--- src/rtl/twb_pkg.sv ---
package twb_pkg;
  localparam int BYTE_W = 8;
  localparam int DEV_W  = 7;

  typedef enum logic [2:0] {
    ST_IDLE,
    ST_ADDR,
    ST_ADDR_ACK,
    ST_WR,
    ST_WR_ACK,
    ST_RD,
    ST_RD_ACK
  } twb_state_e;
endpackage

--- src/rtl/twb_filter.sv ---
module twb_filter #(
  parameter int FILT_LEN = 3
) (
  input  logic clk,
  input  logic rst,
  input  logic din,
  output logic dout
);
  localparam int CW = (FILT_LEN < 2) ? 1 : $clog2(FILT_LEN);

  logic          meta_q;
  logic          sync_q;
  logic [CW-1:0] cnt_q;

  always_ff @(posedge clk) begin
    if (rst) begin
      meta_q <= 1'b1;
      sync_q <= 1'b1;
      dout   <= 1'b1;
      cnt_q  <= '0;
    end else begin
      meta_q <= din;
      sync_q <= meta_q;
      if (sync_q == dout) begin
        cnt_q <= '0;
      end else if (cnt_q == CW'(FILT_LEN - 1)) begin
        dout  <= sync_q;
        cnt_q <= '0;
      end else begin
        cnt_q <= cnt_q + 1'b1;
      end
    end
  end


  filt_follow_chk: assert property (@(posedge clk) disable iff (rst)
    (dout != $past(dout)) |-> ($past(sync_q) == dout));
endmodule

--- src/rtl/twb_cond_detect.sv ---
module twb_cond_detect (
  input  logic clk,
  input  logic rst,
  input  logic scl_f,
  input  logic sda_f,
  output logic scl_rise,
  output logic scl_fall,
  output logic start_ev,
  output logic stop_ev
);
  logic scl_d;
  logic sda_d;

  always_ff @(posedge clk) begin
    if (rst) begin
      scl_d <= 1'b1;
      sda_d <= 1'b1;
    end else begin
      scl_d <= scl_f;
      sda_d <= sda_f;
    end
  end

  always_comb begin
    scl_rise = scl_f & ~scl_d;
    scl_fall = ~scl_f & scl_d;
    start_ev = scl_f & scl_d & sda_d & ~sda_f;
    stop_ev  = scl_f & scl_d & ~sda_d & sda_f;
  end


  cond_excl_chk: assert property (@(posedge clk) disable iff (rst)
    !(start_ev && stop_ev) && !(scl_rise && scl_fall));
endmodule

--- src/rtl/twb_regmem.sv ---
module twb_regmem #(
  parameter int AW = 8,
  parameter int DW = 8
) (
  input  logic          clk,
  input  logic          bus_we,
  input  logic [AW-1:0] bus_waddr,
  input  logic [DW-1:0] bus_wdata,
  input  logic [AW-1:0] bus_raddr,
  output logic [DW-1:0] bus_rdata,
  input  logic          core_we,
  input  logic [AW-1:0] core_addr,
  input  logic [DW-1:0] core_wdata,
  output logic [DW-1:0] core_rdata
);
  localparam int DEPTH = 1 << AW;

  logic [DW-1:0] mem [DEPTH];

  always_ff @(posedge clk) begin
    if (bus_we) begin
      mem[bus_waddr] <= bus_wdata;
    end else if (core_we) begin
      mem[core_addr] <= core_wdata;
    end
    bus_rdata  <= mem[bus_raddr];
    core_rdata <= mem[core_addr];
  end
endmodule

--- src/rtl/twb_protocol.sv ---
module twb_protocol
  import twb_pkg::*;
#(
  parameter int AW      = 8,
  parameter int STRAP_W = 5
) (
  input  logic               clk,
  input  logic               rst,
  input  logic               scl_rise,
  input  logic               scl_fall,
  input  logic               sda_f,
  input  logic               start_ev,
  input  logic               stop_ev,
  input  logic [STRAP_W-1:0] dev_addr,
  input  logic [BYTE_W-1:0]  rd_data,
  output logic [AW-1:0]      ptr_q,
  output logic               sda_low_q,
  output logic               mem_we_q,
  output logic [AW-1:0]      mem_waddr_q,
  output logic [BYTE_W-1:0]  mem_wdata_q
);
  localparam int HI_W = DEV_W - STRAP_W;

  twb_state_e        state_q;
  logic [3:0]        bitcnt_q;
  logic [BYTE_W-1:0] shreg_q;
  logic [BYTE_W-1:0] tx_q;
  logic              matched_q;
  logic              rnw_q;
  logic              first_q;
  logic              mack_q;
  logic              addr_hit;

  assign addr_hit = (shreg_q[BYTE_W-1:1] == {{HI_W{1'b0}}, dev_addr});

  always_ff @(posedge clk) begin
    if (rst) begin
      state_q     <= ST_IDLE;
      bitcnt_q    <= '0;
      shreg_q     <= '0;
      tx_q        <= '0;
      matched_q   <= 1'b0;
      rnw_q       <= 1'b0;
      first_q     <= 1'b0;
      mack_q      <= 1'b0;
      ptr_q       <= '0;
      sda_low_q   <= 1'b0;
      mem_we_q    <= 1'b0;
      mem_waddr_q <= '0;
      mem_wdata_q <= '0;
    end else begin
      mem_we_q <= 1'b0;
      if (start_ev) begin
        state_q   <= ST_ADDR;
        bitcnt_q  <= '0;
        sda_low_q <= 1'b0;
        matched_q <= 1'b0;
      end else if (stop_ev) begin
        state_q   <= ST_IDLE;
        sda_low_q <= 1'b0;
        if (matched_q) ptr_q <= '0;
        matched_q <= 1'b0;
      end else begin
        case (state_q)
          ST_ADDR: begin
            if (scl_rise) begin
              shreg_q  <= {shreg_q[BYTE_W-2:0], sda_f};
              bitcnt_q <= bitcnt_q + 1'b1;
            end else if (scl_fall && bitcnt_q == 4'd8) begin
              if (addr_hit) begin
                sda_low_q <= 1'b1;
                matched_q <= 1'b1;
                rnw_q     <= shreg_q[0];
                first_q   <= 1'b1;
                state_q   <= ST_ADDR_ACK;
              end else begin
                state_q <= ST_IDLE;
              end
            end
          end
          ST_ADDR_ACK: begin
            if (scl_fall) begin
              bitcnt_q <= '0;
              if (rnw_q) begin
                tx_q      <= rd_data;
                sda_low_q <= ~rd_data[BYTE_W-1];
                state_q   <= ST_RD;
              end else begin
                sda_low_q <= 1'b0;
                state_q   <= ST_WR;
              end
            end
          end
          ST_WR: begin
            if (scl_rise) begin
              shreg_q  <= {shreg_q[BYTE_W-2:0], sda_f};
              bitcnt_q <= bitcnt_q + 1'b1;
            end else if (scl_fall && bitcnt_q == 4'd8) begin
              sda_low_q <= 1'b1;
              state_q   <= ST_WR_ACK;
              if (first_q) begin
                ptr_q   <= shreg_q[AW-1:0];
                first_q <= 1'b0;
              end else begin
                mem_we_q    <= 1'b1;
                mem_waddr_q <= ptr_q;
                mem_wdata_q <= shreg_q;
                ptr_q       <= ptr_q + 1'b1;
              end
            end
          end
          ST_WR_ACK: begin
            if (scl_fall) begin
              sda_low_q <= 1'b0;
              bitcnt_q  <= '0;
              state_q   <= ST_WR;
            end
          end
          ST_RD: begin
            if (scl_fall) begin
              if (bitcnt_q == 4'd7) begin
                sda_low_q <= 1'b0;
                ptr_q     <= ptr_q + 1'b1;
                state_q   <= ST_RD_ACK;
              end else begin
                tx_q      <= {tx_q[BYTE_W-2:0], 1'b0};
                sda_low_q <= ~tx_q[BYTE_W-2];
                bitcnt_q  <= bitcnt_q + 1'b1;
              end
            end
          end
          ST_RD_ACK: begin
            if (scl_rise) begin
              mack_q <= ~sda_f;
            end else if (scl_fall) begin
              if (mack_q) begin
                tx_q      <= rd_data;
                sda_low_q <= ~rd_data[BYTE_W-1];
                bitcnt_q  <= '0;
                state_q   <= ST_RD;
              end else begin
                state_q <= ST_IDLE;
              end
            end
          end
          default: ;
        endcase
      end
    end
  end


  stop_ptr_clear_chk: assert property (@(posedge clk) disable iff (rst)
    (stop_ev && matched_q) |=> (ptr_q == '0));


  restart_ptr_keep_chk: assert property (@(posedge clk) disable iff (rst)
    start_ev |=> $stable(ptr_q));


  write_in_ack_chk: assert property (@(posedge clk) disable iff (rst)
    mem_we_q |-> (state_q == ST_WR_ACK && sda_low_q));


  rd_ack_release_chk: assert property (@(posedge clk) disable iff (rst)
    (state_q == ST_RD_ACK || state_q == ST_IDLE) |-> !sda_low_q);


  drive_only_scl_low_chk: assert property (@(posedge clk) disable iff (rst)
    (scl_rise || $past(scl_rise)) |-> !$rose(sda_low_q));
endmodule

--- src/rtl/twb_reg_slave.sv ---
module twb_reg_slave
  import twb_pkg::*;
#(
  parameter int AW       = 8,
  parameter int STRAP_W  = 5,
  parameter int FILT_LEN = 3
) (
  input  logic               clk,
  input  logic               rst,
  input  logic               scl_i,
  input  logic               sda_i,
  output logic               sda_low_o,
  input  logic [STRAP_W-1:0] strap_i,
  input  logic [AW-1:0]      core_addr_i,
  input  logic               core_we_i,
  input  logic [BYTE_W-1:0]  core_wdata_i,
  output logic [BYTE_W-1:0]  core_rdata_o
);
  localparam int NLINE = 2;

  logic [STRAP_W-1:0] dev_addr_q;
  logic [NLINE-1:0]   raw;
  logic [NLINE-1:0]   filt;
  logic               scl_rise, scl_fall, start_ev, stop_ev;
  logic [AW-1:0]      ptr;
  logic               bus_we;
  logic [AW-1:0]      bus_waddr;
  logic [BYTE_W-1:0]  bus_wdata;
  logic [BYTE_W-1:0]  bus_rdata;

  always_ff @(posedge clk) begin
    if (rst) dev_addr_q <= strap_i;
  end

  assign raw = {scl_i, sda_i};

  for (genvar g = 0; g < NLINE; g++) begin : g_line
    twb_filter #(.FILT_LEN(FILT_LEN)) u_filt (
      .clk (clk),
      .rst (rst),
      .din (raw[g]),
      .dout(filt[g])
    );
  end

  twb_cond_detect u_det (
    .clk     (clk),
    .rst     (rst),
    .scl_f   (filt[1]),
    .sda_f   (filt[0]),
    .scl_rise(scl_rise),
    .scl_fall(scl_fall),
    .start_ev(start_ev),
    .stop_ev (stop_ev)
  );

  twb_protocol #(.AW(AW), .STRAP_W(STRAP_W)) u_proto (
    .clk        (clk),
    .rst        (rst),
    .scl_rise   (scl_rise),
    .scl_fall   (scl_fall),
    .sda_f      (filt[0]),
    .start_ev   (start_ev),
    .stop_ev    (stop_ev),
    .dev_addr   (dev_addr_q),
    .rd_data    (bus_rdata),
    .ptr_q      (ptr),
    .sda_low_q  (sda_low_o),
    .mem_we_q   (bus_we),
    .mem_waddr_q(bus_waddr),
    .mem_wdata_q(bus_wdata)
  );

  twb_regmem #(.AW(AW), .DW(BYTE_W)) u_mem (
    .clk       (clk),
    .bus_we    (bus_we),
    .bus_waddr (bus_waddr),
    .bus_wdata (bus_wdata),
    .bus_raddr (ptr),
    .bus_rdata (bus_rdata),
    .core_we   (core_we_i),
    .core_addr (core_addr_i),
    .core_wdata(core_wdata_i),
    .core_rdata(core_rdata_o)
  );


  strap_hold_chk: assert property (@(posedge clk) disable iff (rst)
    !$past(rst) |-> $stable(dev_addr_q));


  reset_release_chk: assert property (@(posedge clk)
    $past(rst) |-> !sda_low_o);
endmodule

--- config.mk ---
export PLATFORM = sky130hd
export DESIGN_NAME = twb_reg_slave
export DESIGN_NICKNAME = d
export VERILOG_FILES = /design/src/rtl/twb_pkg.sv /design/src/rtl/twb_filter.sv /design/src/rtl/twb_cond_detect.sv /design/src/rtl/twb_regmem.sv /design/src/rtl/twb_protocol.sv /design/src/rtl/twb_reg_slave.sv
export SDC_FILE = /design/constraint.sdc
export NUM_CORES = 2
export LEC_CHECK = 0
export BUFFER_PORTS_ARGS = -buffer_cell sky130_fd_sc_hd__buf_2
export CAP_MARGIN = 15
export CELL_PAD_IN_SITES_DETAIL_PLACEMENT = 1
export CELL_PAD_IN_SITES_GLOBAL_PLACEMENT = 2
export CORE_UTILIZATION = 53
export CTS_CLUSTER_SIZE = 24
export DETAILED_ROUTE_END_ITERATION = 10
export PLACE_DENSITY = 0.92
export SLEW_MARGIN = 20
export SYNTH_ARGS = -nofsm -noshare
export SYNTH_HDL_FRONTEND = slang
export SYNTH_SLANG_ARGS = --single-unit
--- constraint.sdc ---
create_clock -name clk -period 8.4 [get_ports clk]
set_clock_uncertainty 0.2 [all_clocks]
set_input_delay 1.26 -clock clk [delete_from_list [all_inputs] [get_ports clk]]
set_output_delay 1.26 -clock clk [all_outputs]
set_load 0.02 [all_outputs]
== After elaboration in Yosys (flattened, before gate mapping) ==
Memory sizes are Yosys's and may differ from the RTL's. A register that Yosys moved wholly into a read port is not among the register bits.
Cells that the tools add are included.

* Bits in registers: 69
* Bits in writable memories: 2048
* Input bits: 26
* Output and inout port bits: 9
* Logic and storage cells: 190
* Memories: 1

* Add/subtract/negate cells: 4
* Eq/ne operators: 44
* Mux-type cells: 66
* Bitwise gates (word level): 21
* Reductions and logical operators: 29

{| class="wikitable"
|+ Memories
! memory !! words !! width !! read ports !! clocked after memory_dff !! wr ports !! RTL line !! text
|-
| u_mem.mem || 256 || 8 || 2 || 2 || 1 || twb_regmem.sv:18 || <nowiki>logic [DW-1:0] mem [DEPTH];</nowiki>
|}

{| class="wikitable"
|+ Operator list
! kind !! count
|-
| $mux W8 || 9
|-
| $mux W7 || 7
|-
| $mux W3 || 12
|-
| $mux W4 || 7
|-
| $ne A4 B3 Y1 const B || 7
|-
| $ne A2 B1 Y1 const B || 13
|-
| $mux W1 || 24
|-
| $reduce_and A11 Y1 || 2
|-
| $pmux W7 S3 || 1
|-
| $pmux W3 S6 || 1
|-
| $pmux W4 S4 || 1
|-
| $pmux W8 S2 || 1
|-
| $not A1 Y1 || 14
|-
| $ne A4 B4 Y1 const B || 3
|-
| $reduce_and A12 Y1 || 1
|-
| $reduce_and A4 Y1 || 3
|-
| $reduce_and A6 Y1 || 2
|-
| $reduce_and A10 Y1 || 1
|-
| $eq A3 B3 Y1 const B || 3
|-
| $ne A3 B2 Y1 const B || 3
|-
| $reduce_and A9 Y1 || 1
|-
| $reduce_or A3 Y1 || 3
|-
| $add A8 B1 Y8 const B || 1
|-
| $ne A2 B2 Y1 const B || 4
|-
| other kinds (26) || 40
|}

== Depth between registers and ports, before layout ==
* Depth in word-level cells: 8
* Depth in mapped cells: 12
* Mapped depth without buffers: 8

== Hierarchy ==
Synthesis repeated with hierarchy kept, for this count alone.

* Cell total of the unflattened synthesis: 5562
* Area total of the unflattened synthesis: 99569.2 µm²

{| class="wikitable"
|+ Modules (own cells, without submodules)
! module !! times used !! cells an instance !! area each (µm²) !! seq. area each (µm²)
|-
| twb_regmem || 1 || 5216 || 96343.7 || 61819.3
|-
| twb_protocol || 1 || 305 || 2657.5 || 1041.0
|-
| twb_filter || 2 || 14 || 166.4 || 100.1
|-
| twb_reg_slave || 1 || 5 || 150.1 || 150.1
|-
| twb_cond_detect || 1 || 8 || 85.1 || 40.0
|}

== Worst setup path after synthesis ==
OpenSTA, ideal clock, no wires.

* Path type: input port to flip-flop
* Start: input port core_we_i
* End: memory u_mem.mem[0][0] (data pin)
* Setup time: 0.823 ns
* Arrival time: 4.940 ns
* Required time: 7.377 ns
* Slack: 2.438 ns
* Cell stages on the path: 5
* Path buffers: 2
* Cells stage by stage: nand2b_1 > clkbuf_1 > buf_1 > nand2_1 > nand2_1

* Cells in the longest elaborated chain, start to end: 5

{| class="wikitable"
|+ RTL lines
! what !! RTL line !! text
|-
| start, declared || twb_reg_slave.sv:15 || <nowiki>input logic core_we_i,</nowiki>
|-
| $mux W1 || twb_regmem.sv:23 || <nowiki>end else if (core_we) begin</nowiki>
|-
| $mux W1 || twb_regmem.sv:21 || <nowiki>if (bus_we) begin</nowiki>
|-
| $mux W1 (implied by the code) || twb_regmem.sv:24 || <nowiki>mem[core_addr] <= core_wdata;</nowiki>
|-
| $reduce_or A8 Y1 (no line) || - ||
|-
| $mux W8 (no line) || - ||
|-
| end, declared || twb_regmem.sv:18 ||
|}

Every way passes these cells.

== Worst setup path in the final report ==
* Start: input port core_addr_i[4]
* End: memory u_mem.mem[168][0], enable pin

* Cells in the longest elaborated chain, start to end: 1

{| class="wikitable"
|+ RTL lines
! what !! RTL line !! text
|-
| start, declared || twb_reg_slave.sv:14 || <nowiki>input logic [AW-1:0] core_addr_i,</nowiki>
|-
| $mux W8 (no line) || - ||
|}

Every way passes these cells.

==> flow_summary_export.csv <==
group,metric,value,unit
run_status,outcome,"completed",
global_route,grt_overflow,0,
global_route,track_usage,0.357,
sta,maxSlewHeadroom,0.159,
die,core_area,186000,um^2
clocking,ctsResizeCount,0,
synthesis,synth_edf_count,2053,
detailed_routing,drtPass1Iterations,6,
clocking,cts.sinks,2133,
sta,clock.fmax,189,MHz
detailed_routing,drtIter0Drc,10100,
global_route,grt_pass1_vias,63600,
synthesis,syn_area_per_cell,17.7,um^2
synthesis,synth_area,99300,um^2
die,die_y,435,um
clocking,worstSkewPairLatency,900,ps
setup_path,start_kind,"input port",
die,die_area,189000,um^2
global_route,antenna_found_initial,30,
global_route,grt_start_max_net_pins,181,
detailed_routing,vias,63100,
sta,fin_crit_sh,0.630,
clocking,root_buffer,"clkbuf_16",
finish,layout-drive-gt1-share,0.253,
sta,whs,213,ps
detailed_routing,drc,0,
setup_path,path_max_fanout,17,
synthesis,synth-seq-cells,2133,
sta,final_hold_viol_count,0,
sta,fin_crit,5290,ps
detailed_routing,ant_nets,0,
place,portBuffers,34,
job,maxCapViolCount,0,
pwr,ir_worst_vdd,0.262,mV
place,hpwl,215,mm
sta,rsz0062_at_grt,"false",
global_route,grt_pass1_wl,480,mm
place,place_congestion,0.966,
setup_path,required,8700,ps
clocking,cts_tree,"built",
synthesis,synth_ff_type,"edfxtp_1",
pwr,power.leakage,32.8,nW
clocking,ctsLongestPathBuffers,3,
synthesis,syn-num-nets,5645,
synthesis,synth-seq-area-share,0.637,
synthesis,yosysUniqueCellTypes,82,
clocking,h-tree-depth,4,
finish,final_net_count,5569,
sta,report.final.slew_viol_count,0,
die,start_util,0.534,
sta,tns,0,ps
setup_path,arrival,5590,ps
pwr,design_power_total,23.0,mW
clocking,clkTransAtPathRegs,60,ps
detailed_routing,drt-vias-per-instance,7.68,
hold_path,min_path_type,"reg -> reg",
finish,area_delta_synth_final,9.21,%
synthesis,syn-instance-count,5614,
detailed_routing,routedWlPerCell,41.5,um
synthesis,ys_warn_count,0,
pwr,powerDensity,212,nW/um^2
setup_path,critical_path_class,"in -> reg",
clocking,post-cts-setup-buffers,0,
sta,setup_viol,0,
synthesis,synthArstFlopShare,0,
setup_path,critPathCaptureType,"register",
clocking,cts_buffers,209,
die,die_w,435,um
clocking,holdBufCountCts,0,
die,pin_count,35,
detailed_routing,drt-total-wl,341,mm
sta,tightest_slew,1250,ps
die,rows,158,
-- state kept, by name, indices dropped and copies added, names as in the netlist, 2 cells and up --
register,cells
g_line.u_filt.cnt_q,4
g_line.u_filt.dout,2
dev_addr_q,5
u_proto.tx_q,7
u_mem.mem,2048
u_proto.ptr_q,8
g_line.u_filt.sync_q,2
u_proto.state_q,3
u_mem.core_rdata,8
u_proto.bitcnt_q,4
g_line.u_filt.meta_q,2
u_proto.shreg_q,8
u_proto.mem_wdata_q,8
u_mem.bus_rdata,8
u_proto.mem_waddr_q,8
-- cell usage after synthesis, types with 59 or more instances --
cell type,n,area [um^2]
o22ai_1,62,388
nor2_1,352,1320
dfxtp_1,80,1600
mux4_2,876,19700
o21ai_0,74,370
mux2i_1,301,3010
a22oi_1,345,2590
a21oi_1,282,1410
buf_2,108,541
clkbuf_1,204,766
buf_4,59,443
o221ai_1,62,543
nand2_1,194,728
edfxtp_1,2053,61600
-- area by class of cell --
cell class / instances / area [um^2]
Clock inverter: 136 / 1380
Sequential cell: 2133 / 63300
Clock buffer: 253 / 5510
Tap cell: 2480 / 3100
Timing Repair Buffer: 168 / 1470
Fill cell: 16200 / 77400
Antenna cell: 13 / 32.5
Multi-Input combinational cell: 3009 / 33600
Inverter: 17 / 63.8
-- routing by layer --
metal / global-route usage / wire, um / up-vias
li1: - / - / 23500
met5: 0 / 237 / -
met3: 0.109 / 45800 / 1178
met2: 0.543 / 156000 / 5552
met1: 0.458 / 115000 / 32800
met4: 0.206 / 23400 / 36
-- cells by family (layout without fill, tap and decap cells) --
| logic type | after synthesis | after routing | synth area share |
|---|---|---|---|
| XOR/XNOR | 10 | 10 | 0.000882 |
| buffers and inverters | 472 | 574 | 0.0270 |
| AO/OA/AOI/OAI | 982 | 982 | 0.0663 |
| multiplexers | 1189 | 1189 | 0.230 |
| other | 0 | 13 | 0 |
| AND/OR/NAND/NOR | 823 | 823 | 0.0379 |
| adder cells (fa/ha/maj) | 5 | 5 | 0.000630 |
| flip-flops | 2133 | 2133 | 0.637 |
-- stage by stage --
step	util	area (um^2)	setup WS, ps	instances
4_1_cts	0.583	108000	3390	8195
3_3_place_gp	0.546	101000	2340	7805
3_5_place_dp	0.546	101000	2490	7806
6_report	0.584	108000	3110	8209
5_1_grt	0.583	108000	3210	8199
2_1_floorplan	-	99300	2440	5614
-- worst max-delay path, cell delays in order --
cell	delay (ps)
buf_2	130
inv_1	460
nand2_1	850
o21ai_0	1030
nand2_1	930
nor2_1	880
-- final timing paths --
check | startpoint | endpoint | slack (ps) | cells past startpoint
worst max register to register | u_proto.ptr_q[0]$_SDFFE_PP0P_ | u_mem.bus_rdata[3]$_DFF_P_ | 3360 | 8
worst max-delay path | core_addr_i[4] | u_mem.mem[168][0]$_DFFE_PP_ | 3110 | 6
worst min register to register | g_line[1].u_filt.meta_q$_SDFF_PP1_ | g_line[1].u_filt.sync_q$_SDFF_PP1_ | 210 | 1
worst min-delay path | g_line[1].u_filt.meta_q$_SDFF_PP1_ | g_line[1].u_filt.sync_q$_SDFF_PP1_ | 210 | 1
-- layout by cell type (no fill, tap or decap), drive strengths merged, types with 7 or more instances in the layout --
cell type | Yosys | routed
a211oi | 13 | 13
a21oi | 282 | 282
a221oi | 26 | 26
a22o | 15 | 15
a22oi | 345 | 345
a2bb2oi | 7 | 7
a31oi | 10 | 10
and2 | 14 | 14
and3 | 8 | 8
buf | 248 | 168
bufinv | 0 | 21
clkbuf | 207 | 253
clkinv | 2 | 98
clkinvlp | 0 | 10
dfxtp | 80 | 80
diode | 0 | 13
edfxtp | 2053 | 2053
inv | 15 | 24
mux2 | 12 | 12
mux2i | 301 | 301
mux4 | 876 | 876
nand2 | 195 | 195
nand2b | 22 | 22
nand3 | 36 | 36
nand3b | 16 | 16
nor2 | 352 | 352
nor2b | 21 | 21
nor3 | 55 | 55
nor4 | 33 | 33
o21ai | 86 | 86
o221ai | 64 | 64
o22ai | 62 | 62
o31ai | 18 | 18
or2 | 18 | 18
or3 | 20 | 20
xnor2 | 8 | 8
-- where the power goes --
| group | leakage [nW] | total [mW] | internal, mW | switching, mW |
|---|---|---|---|---|
| combinational | 10.1 | 1.63 | 0.584 | 1.04 |
| clock | 3.36 | 9.62 | 5.34 | 4.28 |
| sequential | 19.4 | 11.7 | 11.7 | 0.0394 |
| total | 32.8 | 23.0 | 17.6 | 5.36 |
Power figures use the tool's default switching activity.
